==> src/rtl/spi_own_pkg.sv <==
package spi_own_pkg;
  typedef enum logic {OWN_BOOT = 1'b0, OWN_MST = 1'b1} owner_e;

  typedef struct packed {
    logic sck;
    logic cs_n;
    logic mosi;
  } pins_t;

  localparam pins_t PINS_IDLE = '{sck: 1'b0, cs_n: 1'b1, mosi: 1'b0};
endpackage

==> src/rtl/spi_own_fsm.sv <==
module spi_own_fsm
  import spi_own_pkg::*;
(
  input  logic   clk,
  input  logic   rst_n,
  input  logic   ctl_we_i,
  input  logic   ctl_wdata_i,
  input  logic   busy_i,
  output owner_e owner_o,
  output logic   pend_o,
  output logic   take_mst_o,
  output logic   drop_o
);
  owner_e owner_q;
  logic   pend_q;
  logic   req_mst, hold;

  // Events, brought out as named wires for the checks
  assign req_mst    = ctl_we_i && ctl_wdata_i;
  assign drop_o     = ctl_we_i && !ctl_wdata_i;
  assign hold       = req_mst && (owner_q == OWN_BOOT) && busy_i;
  assign take_mst_o = !drop_o && !busy_i &&
                      ((req_mst && owner_q == OWN_BOOT) || pend_q);

  always_ff @(posedge clk or negedge rst_n) begin
    if (!rst_n) begin
      owner_q <= OWN_BOOT;
      pend_q  <= 1'b0;
    end else if (drop_o) begin
      owner_q <= OWN_BOOT;
      pend_q  <= 1'b0;
    end else if (take_mst_o) begin
      owner_q <= OWN_MST;
      pend_q  <= 1'b0;
    end else if (hold) begin
      pend_q  <= 1'b1;
    end
  end

  assign owner_o = owner_q;
  assign pend_o  = pend_q;

  // the master never gains the pins while a boot read is in flight
  a_r3_switch_only_idle: assert property (@(posedge clk) disable iff (!rst_n)
    $rose(owner_q) |-> !$past(busy_i));

  // a write of 0 always lands on the boot engine with nothing pending
  a_r4_drop_to_boot: assert property (@(posedge clk) disable iff (!rst_n)
    drop_o |=> (owner_q == OWN_BOOT) && !pend_q);

  // a pending request only exists while the boot engine holds the pins
  a_r3_pend_only_boot: assert property (@(posedge clk) disable iff (!rst_n)
    pend_q |-> owner_q == OWN_BOOT);
endmodule

==> src/rtl/spi_settle_timer.sv <==
module spi_settle_timer #(
  parameter int SETTLE_CYC = 10
) (
  input  logic clk,
  input  logic rst_n,
  input  logic start_i,
  input  logic clear_i,
  output logic ready_o
);
  localparam int CNT_W = (SETTLE_CYC < 1) ? 1 : $clog2(SETTLE_CYC + 1);
  localparam logic [CNT_W-1:0] LOAD = CNT_W'(SETTLE_CYC);

  logic [CNT_W-1:0] cnt_q;
  logic             armed_q;

  always_ff @(posedge clk or negedge rst_n) begin
    if (!rst_n) begin
      cnt_q   <= '0;
      armed_q <= 1'b0;
    end else if (clear_i) begin
      cnt_q   <= '0;
      armed_q <= 1'b0;
    end else if (start_i) begin
      cnt_q   <= LOAD;
      armed_q <= 1'b1;
    end else if (cnt_q != '0) begin
      cnt_q   <= cnt_q - 1'b1;
    end
  end

  assign ready_o = armed_q && (cnt_q == '0);

  // once ready, stays ready until cleared
  a_r5_ready_holds: assert property (@(posedge clk) disable iff (!rst_n)
    (ready_o && !clear_i && !start_i) |=> ready_o);
endmodule

==> src/rtl/spi_rd_gate.sv <==
module spi_rd_gate
  import spi_own_pkg::*;
#(
  parameter int OFF_W    = 26,
  parameter int LEN_W    = 16,
  parameter int WIN_LOG2 = 25
) (
  input  logic             clk,
  input  logic             rst_n,
  input  logic             rd_req_i,
  input  logic [OFF_W-1:0] rd_off_i,
  input  logic [LEN_W-1:0] rd_len_i,
  input  owner_e           owner_i,
  input  logic             pend_i,
  input  logic             sw_req_i,
  input  logic             eng_done_i,
  output logic             eng_start_o,
  output logic [OFF_W-1:0] eng_off_o,
  output logic [LEN_W-1:0] eng_len_o,
  output logic             rd_err_o,
  output logic             busy_o
);
  localparam int SUM_W = ((OFF_W > LEN_W) ? OFF_W : LEN_W) + 1;
  localparam logic [SUM_W-1:0] WIN_LIM = SUM_W'(1) << WIN_LOG2;

  function automatic logic in_window(input logic [OFF_W-1:0] off,
                                     input logic [LEN_W-1:0] len);
    logic [SUM_W-1:0] last;
    last = SUM_W'(off) + SUM_W'(len);
    return last <= WIN_LIM;
  endfunction

  logic busy_q, start_q, err_q;
  logic [OFF_W-1:0] off_q;
  logic [LEN_W-1:0] len_q;
  logic fits, free, accept, reject;

  assign fits   = in_window(rd_off_i, rd_len_i);
  assign free   = (owner_i == OWN_BOOT) && !pend_i && !busy_q && !sw_req_i;
  assign accept = rd_req_i && free && fits;
  assign reject = rd_req_i && !accept;

  always_ff @(posedge clk or negedge rst_n) begin
    if (!rst_n) begin
      busy_q  <= 1'b0;
      start_q <= 1'b0;
      err_q   <= 1'b0;
      off_q   <= '0;
      len_q   <= '0;
    end else begin
      start_q <= accept;
      err_q   <= reject;
      if (accept) begin
        off_q  <= rd_off_i;
        len_q  <= rd_len_i;
        busy_q <= 1'b1;
      end else if (eng_done_i) begin
        busy_q <= 1'b0;
      end
    end
  end

  assign eng_start_o = start_q;
  assign eng_off_o   = off_q;
  assign eng_len_o   = len_q;
  assign rd_err_o    = err_q;
  assign busy_o      = busy_q;

  // a start pulse always comes with the busy flag raised
  a_r6_start_sets_busy: assert property (@(posedge clk) disable iff (!rst_n)
    start_q |-> busy_q);

  // a request is either accepted or rejected, never both
  a_r8_err_xor_start: assert property (@(posedge clk) disable iff (!rst_n)
    !(start_q && err_q));

  // a request always gets exactly one response on the next cycle
  a_r6_one_response: assert property (@(posedge clk) disable iff (!rst_n)
    rd_req_i |=> (start_q || err_q));
endmodule

==> src/rtl/spi_pin_owner.sv <==
module spi_pin_owner
  import spi_own_pkg::*;
#(
  parameter int OFF_W      = 26,
  parameter int LEN_W      = 16,
  parameter int WIN_LOG2   = 25,
  parameter int SETTLE_CYC = 10
) (
  input  logic             clk,
  input  logic             rst_n,
  input  logic             ctl_we,
  input  logic             ctl_wdata,
  output logic             ctl_rdata,
  output logic             busy_rdata,
  input  logic             rd_req,
  input  logic [OFF_W-1:0] rd_off,
  input  logic [LEN_W-1:0] rd_len,
  output logic             rd_err,
  output logic             eng_start,
  output logic [OFF_W-1:0] eng_off,
  output logic [LEN_W-1:0] eng_len,
  input  logic             eng_done,
  output logic             mst_ready,
  input  logic             boot_sck,
  input  logic             boot_cs_n,
  input  logic             boot_mosi,
  input  logic             mst_sck,
  input  logic             mst_cs_n,
  input  logic             mst_mosi,
  output logic             spi_sck,
  output logic             spi_cs_n,
  output logic             spi_mosi
);
  owner_e owner;
  logic   pend, take_mst, drop, busy, ready;
  pins_t  boot_p, mst_p, pins;

  spi_own_fsm u_fsm (
    .clk        (clk),
    .rst_n      (rst_n),
    .ctl_we_i   (ctl_we),
    .ctl_wdata_i(ctl_wdata),
    .busy_i     (busy),
    .owner_o    (owner),
    .pend_o     (pend),
    .take_mst_o (take_mst),
    .drop_o     (drop)
  );

  spi_settle_timer #(.SETTLE_CYC(SETTLE_CYC)) u_settle (
    .clk    (clk),
    .rst_n  (rst_n),
    .start_i(take_mst),
    .clear_i(drop),
    .ready_o(ready)
  );

  spi_rd_gate #(.OFF_W(OFF_W), .LEN_W(LEN_W), .WIN_LOG2(WIN_LOG2)) u_gate (
    .clk        (clk),
    .rst_n      (rst_n),
    .rd_req_i   (rd_req),
    .rd_off_i   (rd_off),
    .rd_len_i   (rd_len),
    .owner_i    (owner),
    .pend_i     (pend),
    .sw_req_i   (ctl_we && ctl_wdata),
    .eng_done_i (eng_done),
    .eng_start_o(eng_start),
    .eng_off_o  (eng_off),
    .eng_len_o  (eng_len),
    .rd_err_o   (rd_err),
    .busy_o     (busy)
  );

  assign boot_p = '{sck: boot_sck, cs_n: boot_cs_n, mosi: boot_mosi};
  assign mst_p  = '{sck: mst_sck,  cs_n: mst_cs_n,  mosi: mst_mosi};

  always_comb begin
    if (owner == OWN_BOOT) pins = boot_p;
    else if (ready)        pins = mst_p;
    else                   pins = PINS_IDLE;
  end

  assign spi_sck    = pins.sck;
  assign spi_cs_n   = pins.cs_n;
  assign spi_mosi   = pins.mosi;
  assign ctl_rdata  = (owner == OWN_MST);
  assign busy_rdata = busy;
  assign mst_ready  = ready && (owner == OWN_MST);

  // the master is never ready in the cycle ownership arrives
  a_r5_no_early_ready: assert property (@(posedge clk) disable iff (!rst_n)
    ((SETTLE_CYC > 0) && $rose(ctl_rdata)) |-> !mst_ready);

  // a write of 0 removes master readiness at the next edge
  a_r4_ready_drops: assert property (@(posedge clk) disable iff (!rst_n)
    (ctl_we && !ctl_wdata) |=> !mst_ready);

  // an unsettled master sees the chip select held high
  a_r9_idle_cs: assert property (@(posedge clk) disable iff (!rst_n)
    (ctl_rdata && !mst_ready) |-> spi_cs_n);
endmodule

==> config.mk <==
export PLATFORM = sky130hd
export DESIGN_NAME = spi_pin_owner
export DESIGN_NICKNAME = d
export VERILOG_FILES = /design/src/rtl/spi_own_pkg.sv /design/src/rtl/spi_own_fsm.sv /design/src/rtl/spi_settle_timer.sv /design/src/rtl/spi_rd_gate.sv /design/src/rtl/spi_pin_owner.sv
export SDC_FILE = /design/constraint.sdc
export NUM_CORES = 1
export LEC_CHECK = 0
export ABC_AREA = 1
export BUFFER_PORTS_ARGS = -buffer_cell sky130_fd_sc_hd__buf_2
export CORE_MARGIN = 2
export CORE_UTILIZATION = 25
export DETAILED_ROUTE_END_ITERATION = 8
export PLACE_DENSITY_LB_ADDON = 0.2
export SLEW_MARGIN = 0
export SYNTH_ARGS = -nofsm -noshare
export SYNTH_HDL_FRONTEND = slang
export SYNTH_SLANG_ARGS = --single-unit
==> constraint.sdc <==
create_clock -name clk -period 2.6 [get_ports clk]
set_clock_uncertainty 0.1 [all_clocks]
set_input_delay 0.26 -clock clk [delete_from_list [all_inputs] [get_ports clk]]
set_output_delay 0.26 -clock clk [all_outputs]
set_load 0.1 [all_outputs]
==> impl_metrics.prom, run 1 <==
# TYPE chip_impl_metric gauge
chip_impl_info{name="min-delay-path-class",value="primary input to flip-flop"} 1
chip_impl_metric{name="power_switching_share",unit="%"} 62.9
chip_impl_metric{name="wl_per_cell",unit="um"} 13.3
chip_impl_metric{name="cellPowerDensity",unit="nW/um2"} 1130
chip_impl_metric{name="fin_crit",unit="ps"} 2480
chip_impl_info{name="cpLargestDelayFamily",value="simple AND/OR/NAND/NOR gates"} 1
chip_impl_metric{name="timing.critical_path.arrival",unit="ps"} 2560
chip_impl_metric{name="grt_start_max_net_pins",unit=""} 34
chip_impl_metric{name="synthesis.yosys.warnings",unit=""} 0
chip_impl_metric{name="static-leakage-power",unit="nW"} 2.92
chip_impl_metric{name="n_fill_cell",unit=""} 1585
chip_impl_metric{name="antenna_violating_nets_post_route",unit=""} 0
chip_impl_metric{name="grt_first_pass_wirelength",unit="mm"} 18.7
chip_impl_metric{name="synth_top_area_share",unit="%"} 34.2
chip_impl_info{name="cp-end-kind",value="flip-flop"} 1
chip_impl_metric{name="groute.usage.overall",unit="%"} 14.3
chip_impl_metric{name="comb_power_share",unit="%"} 65.9
chip_impl_metric{name="hold-path-cell-count",unit=""} 2
chip_impl_metric{name="p_seq_share",unit="%"} 22.9
chip_impl_metric{name="insertion_delay",unit="ps"} 290
chip_impl_info{name="path_cells",value="buf_2 > ha_4 > fa_2 > buf_4 > xor2_1 > nor3_2 > nand3_1 > nor2_1 > nand3_1 > nor3_2 > nand2_1 > nand2_4 > nand2_8 > clkbuf_16 > nand2_1 > nand2_1"} 1
chip_impl_metric{name="power.clock.fraction",unit="%"} 11.2
chip_impl_metric{name="max_fanout_on_critical_path",unit=""} 8
chip_impl_metric{name="postRouteWirelength",unit="mm"} 12.0
chip_impl_metric{name="multi_input_area",unit="um2"} 2260
chip_impl_metric{name="p_total",unit="mW"} 5.79
chip_impl_metric{name="netlist_instances",unit=""} 573
chip_impl_metric{name="maxClockFrequency",unit="MHz"} 403
chip_impl_metric{name="synth.yosys.seq_area_share",unit="%"} 34.2
chip_impl_metric{name="worst_slew_pin_slew",unit="ps"} 773
chip_impl_metric{name="syn2layout_area_growth",unit="%"} 37.4
chip_impl_metric{name="ctsLongestPathBuffers",unit=""} 2
chip_impl_metric{name="rows",unit=""} 44
chip_impl_metric{name="post_synth_instance_area",unit="um2"} 3730
chip_impl_metric{name="cts-htree-levels",unit=""} 2
chip_impl_metric{name="overall_overflow_remaining_after_global_route",unit=""} 0
chip_impl_metric{name="internal_power",unit="mW"} 2.15
chip_impl_metric{name="floorplan.die.width",unit="um"} 126
chip_impl_metric{name="switchingPower",unit="mW"} 3.64
chip_impl_metric{name="num_io_pins",unit=""} 104
chip_impl_metric{name="routabilityCongestion",unit=""} 0.876
chip_impl_info{name="critPathLaunchType",value="primary input"} 1
chip_impl_info{name="most-common-layout-cells",value="sky130_fd_sc_hd__nand2_1 (225), sky130_fd_sc_hd__buf_2 (103), sky130_fd_sc_hd__inv_1 (78)"} 1
chip_impl_info{name="clock_tree_root_buffer_cell",value="sky130_fd_sc_hd__clkbuf_16"} 1
chip_impl_metric{name="setup_violations",unit=""} 0
chip_impl_metric{name="dieArea",unit="um2"} 15900
chip_impl_metric{name="placed_cells_incl_taps",unit=""} 881
chip_impl_metric{name="max_cap_violations",unit=""} 0
chip_impl_metric{name="timing_hold_violations_final",unit=""} 0
chip_impl_metric{name="dp_hpwl",unit="mm"} 9.41
chip_impl_metric{name="io_buffer_count",unit=""} 103
chip_impl_info{name="synth_largest_area_cell",value="sky130_fd_sc_hd__dfrtp_1"} 1
chip_impl_metric{name="critical_path_buf_inv_count",unit=""} 3
chip_impl_metric{name="drive_gt1_share",unit="%"} 28.4
chip_impl_metric{name="cts_buffers",unit=""} 5
chip_impl_metric{name="synth_seq_cells",unit=""} 51
chip_impl_metric{name="drtPass1Iterations",unit=""} 4
chip_impl_metric{name="post_synthesis_net_count",unit=""} 645
chip_impl_info{name="final_common_cell",value="sky130_fd_sc_hd__nand2_1"} 1
chip_impl_metric{name="clock-sinks",unit=""} 51
chip_impl_metric{name="timing.slew.headroom",unit="%"} 48.4
chip_impl_metric{name="floorplan.die.height",unit="um"} 126
chip_impl_metric{name="final-seq-area",unit="um2"} 1280
chip_impl_metric{name="finalMaxSlewViolations",unit=""} 0
chip_impl_metric{name="cts.clk_slew.worst_paths",unit="ps"} 60
chip_impl_info{name="crit_path_top_delay_cell",value="sky130_fd_sc_hd__fa_2"} 1
chip_impl_metric{name="layout.nets",unit=""} 783
chip_impl_metric{name="final_core_util",unit="%"} 35.2
chip_impl_metric{name="initial_core_util",unit="%"} 25.6
chip_impl_metric{name="detail_route.iter0.violations",unit=""} 185
chip_impl_info{name="cpMostUsedCell",value="sky130_fd_sc_hd__nand2_1"} 1
chip_impl_metric{name="placeableCoreArea",unit="um2"} 14600
chip_impl_metric{name="syn-mean-instance-area",unit="um2"} 6.52
chip_impl_metric{name="crit_cells",unit=""} 16
chip_impl_info{name="status",value="completed"} 1
chip_impl_metric{name="route.detailed.drc",unit=""} 0
chip_impl_metric{name="via_count_of_the_first_global_routing_pass",unit=""} 3880
chip_impl_metric{name="critPathMaxStageDelay",unit="ps"} 390
chip_impl_metric{name="worst_ep_required_time",unit="ps"} 2680
chip_impl_info{name="synth.area.top_cells",value="sky130_fd_sc_hd__dfrtp_1 (34%), sky130_fd_sc_hd__nand2_1 (24%), sky130_fd_sc_hd__nand3_1 (10%)"} 1
chip_impl_metric{name="antenna_violations_before_repair",unit=""} 0
chip_impl_metric{name="diodes",unit=""} 0
chip_impl_info{name="timing_worst_setup_path_type",value="primary input to flip-flop"} 1
chip_impl_metric{name="worst-r2r-cell-count",unit=""} 7
chip_impl_metric{name="viasPerCell",unit=""} 4.49
chip_impl_metric{name="finalNonFillerCells",unit=""} 896
chip_impl_metric{name="ir_drop",unit="uV"} 697
chip_impl_metric{name="final_min_period_over_clock_period",unit="%"} 95.3
chip_impl_metric{name="via_count",unit=""} 4027
chip_impl_metric{name="synth_cell_type_count",unit=""} 33
chip_impl_info{name="cts_tree",value="done"} 1
-- metrics by stage --
stage          instance area [um2]  setup TNS, ps  hold slack [ps]  worst slack (ps)
3_5_place_dp                  4690          -9710              291              -239
6_report                      5130              0             34.5               121
3_3_place_gp                  4690          -8730              294              -211
2_1_floorplan                 3740              0             -136               141
4_1_cts                       4840              0             32.0              67.9
5_1_grt                       5130          -7.98             38.4             -4.74
-- cell families (layout without fill, tap and decap cells) --
kind of cell	count (synthesis)	in the layout	synth area share, %
simple gates	380	380	43.0
xor+xnor	8	8	1.88
flops	51	51	34.2
buf+inv	96	235	10.9
compound gates	20	20	3.82
fa+ha+maj	18	18	6.23
-- power by group through the flow --
stage | Combinational [mW] | Clock, mW | Sequential, mW
finish | 3.82 | 0.649 | 1.32
global route | 4.01 | 0.695 | 1.36
CTS | 3.75 | 0.666 | 1.32
detailed placement | 3.75 | 0 | 1.34
global placement | 3.72 | 0 | 1.33
floorplan | 0.825 | 0 | 3.55
-- synth_stat cells --
| cell | count |
|---|---|
| sky130_fd_sc_hd__ha_1 | 17 |
| sky130_fd_sc_hd__inv_1 | 78 |
| sky130_fd_sc_hd__nor3_1 | 9 |
| sky130_fd_sc_hd__xor2_1 | 7 |
| sky130_fd_sc_hd__a22o_1 | 2 |
| sky130_fd_sc_hd__nand2_2 | 2 |
| sky130_fd_sc_hd__a21oi_1 | 8 |
| sky130_fd_sc_hd__a211oi_1 | 1 |
| sky130_fd_sc_hd__buf_2 | 1 |
| sky130_fd_sc_hd__buf_6 | 4 |
| sky130_fd_sc_hd__dfrtp_1 | 51 |
| sky130_fd_sc_hd__nand3_1 | 75 |
| sky130_fd_sc_hd__fa_1 | 1 |
| sky130_fd_sc_hd__o22ai_1 | 2 |
| sky130_fd_sc_hd__nand4_1 | 8 |
| sky130_fd_sc_hd__nor3_2 | 1 |
| sky130_fd_sc_hd__inv_2 | 5 |
| sky130_fd_sc_hd__nand3_2 | 1 |
| sky130_fd_sc_hd__nor4_1 | 2 |
| sky130_fd_sc_hd__nor2_2 | 2 |
| sky130_fd_sc_hd__buf_4 | 4 |
| sky130_fd_sc_hd__o31ai_1 | 1 |
| sky130_fd_sc_hd__o21ai_0 | 1 |
| sky130_fd_sc_hd__nand3b_1 | 3 |
| sky130_fd_sc_hd__clkbuf_1 | 4 |
| sky130_fd_sc_hd__a221oi_4 | 1 |
| sky130_fd_sc_hd__nand2_4 | 2 |
| sky130_fd_sc_hd__nand2_1 | 237 |
| sky130_fd_sc_hd__o21ai_1 | 1 |
| sky130_fd_sc_hd__a31oi_1 | 2 |
| sky130_fd_sc_hd__nor2_1 | 38 |
| sky130_fd_sc_hd__o311ai_0 | 1 |
| sky130_fd_sc_hd__xnor2_1 | 1 |
-- registers in the layout, summed over array words and instances (netlist names) --
name / count
u_gate.eng_off_o: 26
u_gate.rd_err_o: 1
u_gate.busy_o: 1
u_fsm.pend_o: 1
u_gate.eng_len_o: 16
u_gate.eng_start_o: 1
u_settle.cnt_q: 4
u_settle.armed_q: 1
-- metal layers --
| layer | global-route usage, % | routed length [um] | up-vias |
|---|---|---|---|
| li1 | - | - | 2076 |
| met1 | 19.1 | 5470 | 1851 |
| met2 | 24.7 | 5750 | 93 |
| met3 | 1.61 | 612 | 7 |
| met4 | 3.43 | 112 | 0 |
| met5 | 0 | 0 | - |
-- what timing repair did --
action / CTS / global route
hold buffers: 1 / 0
endpoints found under the setup margin: 0 / 45
buffers inserted: 0 / 3
resized for setup: 0 / 41
endpoints found under the hold margin: 32 / 0
-- final timing paths --
path | startpoint | endpoint | slack [ps]
max | rd_off[0] | u_gate.eng_off_o[9] | 120
max in group asynchronous | rst_n | u_settle.armed_q | 1160
min | eng_done | u_gate.busy_o | 30
min reg2reg | u_gate.eng_off_o[17] | u_gate.eng_off_o[17] | 370
min in group asynchronous | rst_n | u_gate.eng_len_o[1] | 480
max reg2reg | u_settle.armed_q | u_gate.eng_off_o[9] | 910
-- cell type report --
class	count	share of cell area (%)
multi-input combinational	426	44.1
sequential	51	24.9
timing repair buffer	144	17.7
inverter	83	6.07
tap	184	4.49
clock buffer	5	2.44
clock inverter	3	0.366
No activity file was read; power rests on OpenSTA's default activity.
==> run 2: changes to the inputs <==
==> constraint.sdc (replaced) <==
create_clock -name clk -period 2.6 [get_ports clk]
set_clock_uncertainty 0.1 [all_clocks]
set_input_delay 0 -clock clk [delete_from_list [all_inputs] [get_ports clk]]
set_output_delay 0 -clock clk [all_outputs]
set_load 0.1 [all_outputs]
==> run 2 against run 1 <==
Combinational power fell by 2%; non-clock buffer count is 11 higher; first-iteration DRC count increased by 5.9%; fmax up 5.5%; worst setup slack better by 130 ps; critical path type unchanged; critical endpoint is now u_gate.eng_off_o[3]; highest routed layer unchanged.
==> impl_metrics.prom, run 2 (synthesis results as in run 1) <==
# TYPE chip_impl_metric gauge
chip_impl_info{name="cp-end-kind",value="flip-flop"} 1
chip_impl_metric{name="ctsLongestPathBuffers",unit=""} 2
chip_impl_metric{name="max_fanout_on_critical_path",unit=""} 44
chip_impl_metric{name="detail_route.iter0.violations",unit=""} 196
chip_impl_metric{name="timing.slew.headroom",unit="%"} 54.3
chip_impl_metric{name="viasPerCell",unit=""} 4.47
chip_impl_metric{name="layout.nets",unit=""} 794
chip_impl_metric{name="route.detailed.drc",unit=""} 0
chip_impl_metric{name="placed_cells_incl_taps",unit=""} 854
chip_impl_metric{name="drive_gt1_share",unit="%"} 18.7
chip_impl_metric{name="floorplan.die.height",unit="um"} 126
chip_impl_metric{name="antenna_violating_nets_post_route",unit=""} 0
chip_impl_metric{name="dp_hpwl",unit="mm"} 9.25
chip_impl_info{name="worst_setup_path_startpoint",value="rd_off[17]"} 1
chip_impl_metric{name="dieArea",unit="um2"} 15900
chip_impl_metric{name="timing.critical_path.arrival",unit="ps"} 2430
chip_impl_metric{name="ir_drop",unit="uV"} 620
chip_impl_metric{name="rows",unit=""} 44
chip_impl_metric{name="worst_slew_pin_slew",unit="ps"} 686
chip_impl_info{name="critPathLaunchType",value="primary input"} 1
chip_impl_metric{name="groute.usage.overall",unit="%"} 15.3
chip_impl_metric{name="cts_buffers",unit=""} 5
chip_impl_metric{name="via_count_of_the_first_global_routing_pass",unit=""} 4086
chip_impl_metric{name="final_core_util",unit="%"} 35.0
chip_impl_metric{name="finalMaxSlewViolations",unit=""} 0
chip_impl_metric{name="hold_ws",unit="ps"} 32.3
chip_impl_metric{name="setup_violations",unit=""} 0
chip_impl_metric{name="antenna_violations_before_repair",unit=""} 0
chip_impl_info{name="timing_worst_setup_path_type",value="primary input to flip-flop"} 1
chip_impl_info{name="status",value="completed"} 1
chip_impl_metric{name="routabilityCongestion",unit=""} 0.887
chip_impl_metric{name="post-place-ws",unit="ps"} 15.9
chip_impl_metric{name="power_switching_share",unit="%"} 62.3
chip_impl_metric{name="worst_ep_required_time",unit="ps"} 2680
chip_impl_metric{name="num_io_pins",unit=""} 104
chip_impl_metric{name="reg2reg_setup_slack",unit="ps"} 940
chip_impl_info{name="clock_tree_root_buffer_cell",value="sky130_fd_sc_hd__clkbuf_16"} 1
chip_impl_info{name="hold_path_end",value="u_fsm.pend_o"} 1
chip_impl_metric{name="comb_power_share",unit="%"} 64.3
chip_impl_metric{name="max_cap_violations",unit=""} 0
chip_impl_metric{name="static-leakage-power",unit="nW"} 2.93
chip_impl_metric{name="placeableCoreArea",unit="um2"} 14600
chip_impl_metric{name="worst-r2r-cell-count",unit=""} 6
chip_impl_metric{name="maxClockFrequency",unit="MHz"} 425
chip_impl_metric{name="fin_crit",unit="ps"} 2350
chip_impl_metric{name="diodes",unit=""} 0
chip_impl_info{name="min-delay-path-class",value="primary input to flip-flop"} 1
chip_impl_metric{name="io_buffer_count",unit=""} 103
chip_impl_metric{name="via_count",unit=""} 4051
chip_impl_info{name="r2r_start",value="u_settle.armed_q"} 1
chip_impl_metric{name="finalSetupTns",unit="ps"} 0
chip_impl_info{name="cts_tree",value="done"} 1
chip_impl_metric{name="p_seq_share",unit="%"} 22.6
chip_impl_metric{name="design_area",unit="um2"} 5100
chip_impl_metric{name="post-route-worst-setup-slack",unit="ps"} 250
chip_impl_metric{name="finalNonFillerCells",unit=""} 907
chip_impl_metric{name="insertion_delay",unit="ps"} 290
chip_impl_metric{name="cellPowerDensity",unit="nW/um2"} 1140
chip_impl_metric{name="grt_first_pass_wirelength",unit="mm"} 20.1
chip_impl_info{name="timing.rr.end",value="u_gate.eng_off_o[3]"} 1
chip_impl_metric{name="wl_per_cell",unit="um"} 13.0
chip_impl_metric{name="hold-path-cell-count",unit=""} 3
chip_impl_metric{name="internal_power",unit="mW"} 2.20
chip_impl_metric{name="timing_hold_violations_final",unit=""} 0
chip_impl_metric{name="final_min_period_over_clock_period",unit="%"} 90.4
chip_impl_info{name="final_common_cell",value="sky130_fd_sc_hd__nand2_1"} 1
chip_impl_metric{name="syn2layout_area_growth",unit="%"} 36.7
chip_impl_metric{name="initial_core_util",unit="%"} 25.6
chip_impl_metric{name="clock-sinks",unit=""} 51
chip_impl_info{name="grt_setup_unrepaired",value="false"} 1
chip_impl_metric{name="switchingPower",unit="mW"} 3.63
chip_impl_metric{name="largest_register_ffs",unit=""} 26
chip_impl_metric{name="overall_overflow_remaining_after_global_route",unit=""} 0
chip_impl_metric{name="cts-htree-levels",unit=""} 2
chip_impl_info{name="most-common-layout-cells",value="sky130_fd_sc_hd__nand2_1 (237), sky130_fd_sc_hd__buf_2 (103), sky130_fd_sc_hd__inv_1 (78)"} 1
chip_impl_metric{name="postRouteWirelength",unit="mm"} 11.8
chip_impl_metric{name="cts.clk_slew.worst_paths",unit="ps"} 70
chip_impl_info{name="hp-start",value="ctl_we"} 1
chip_impl_metric{name="placedInstanceArea",unit="um2"} 4480
chip_impl_metric{name="drtPass1Iterations",unit=""} 4
chip_impl_metric{name="floorplan.die.width",unit="um"} 126
chip_impl_metric{name="grt_start_max_net_pins",unit=""} 45
chip_impl_metric{name="power.clock.fraction",unit="%"} 13.0
chip_impl_metric{name="p_total",unit="mW"} 5.83
-- run 2: metal layers --
layer,part of all wire (%),up-vias,track usage (%)
li1,-,2098,-
met1,49,1886,21.1
met2,47,59,25.6
met3,3.1,8,2.00
met4,1.1,0,3.30
met5,0,-,0
-- run 2: power groups by stage --
stage	sequential [mW]	clock, mW	combinational (mW)
after floorplan	3.55	0	0.825
after global placement	1.32	0	3.68
after global routing	1.36	0.809	3.96
final	1.32	0.758	3.75
after detailed placement	1.33	0	3.71
after CTS	1.32	0.774	3.76
-- run 2: worst max-delay path by stage --
stage | end | slack, ps | cells past startpoint
3_3_place_gp | u_gate.eng_len_o[1] | 130 | 20
3_5_place_dp | u_gate.eng_len_o[2] | 20 | 20
5_1_grt | u_gate.eng_len_o[2] | 10 | 18
2_1_floorplan | spi_cs_n | 120 | 5
4_1_cts | u_gate.eng_len_o[2] | 300 | 18
6_report | u_gate.eng_off_o[3] | 250 | 18
-- run 2: layout make-up --
cell class	count	area, um2
inverters	83	312
multi-input cells	426	2060
flip-flops and latches	51	1280
clock inverters	3	43.8
fillers	1561	9490
clock buffers	5	125
repair buffers	155	1060
well taps	184	230
-- run 2: repair_timing --
item                       in CTS  in global routing
setup buffers                   0                  0
setup endpoints to repair       0                  0
resized for setup               0                  0
hold endpoints to repair       71                  0
hold buffers                   45                  0
-- run 2: critical path, stage by stage --
cell and delay, ps:
sky130_fd_sc_hd__dlygate4sd3_1 530, sky130_fd_sc_hd__buf_2 150, sky130_fd_sc_hd__nand2_1 120, sky130_fd_sc_hd__nor2_1 160, sky130_fd_sc_hd__inv_1 70, sky130_fd_sc_hd__nor3_1 140
sky130_fd_sc_hd__nand2_1 130, sky130_fd_sc_hd__nand2_2 110, sky130_fd_sc_hd__nand2_1 60, sky130_fd_sc_hd__nand2_1 60, sky130_fd_sc_hd__nand2_1 50, sky130_fd_sc_hd__nor3_1 200
sky130_fd_sc_hd__nand2_1 120, sky130_fd_sc_hd__nand2_4 110, sky130_fd_sc_hd__nand2_4 60, sky130_fd_sc_hd__buf_12 180, sky130_fd_sc_hd__nand2_1 90, sky130_fd_sc_hd__nand2_1 50
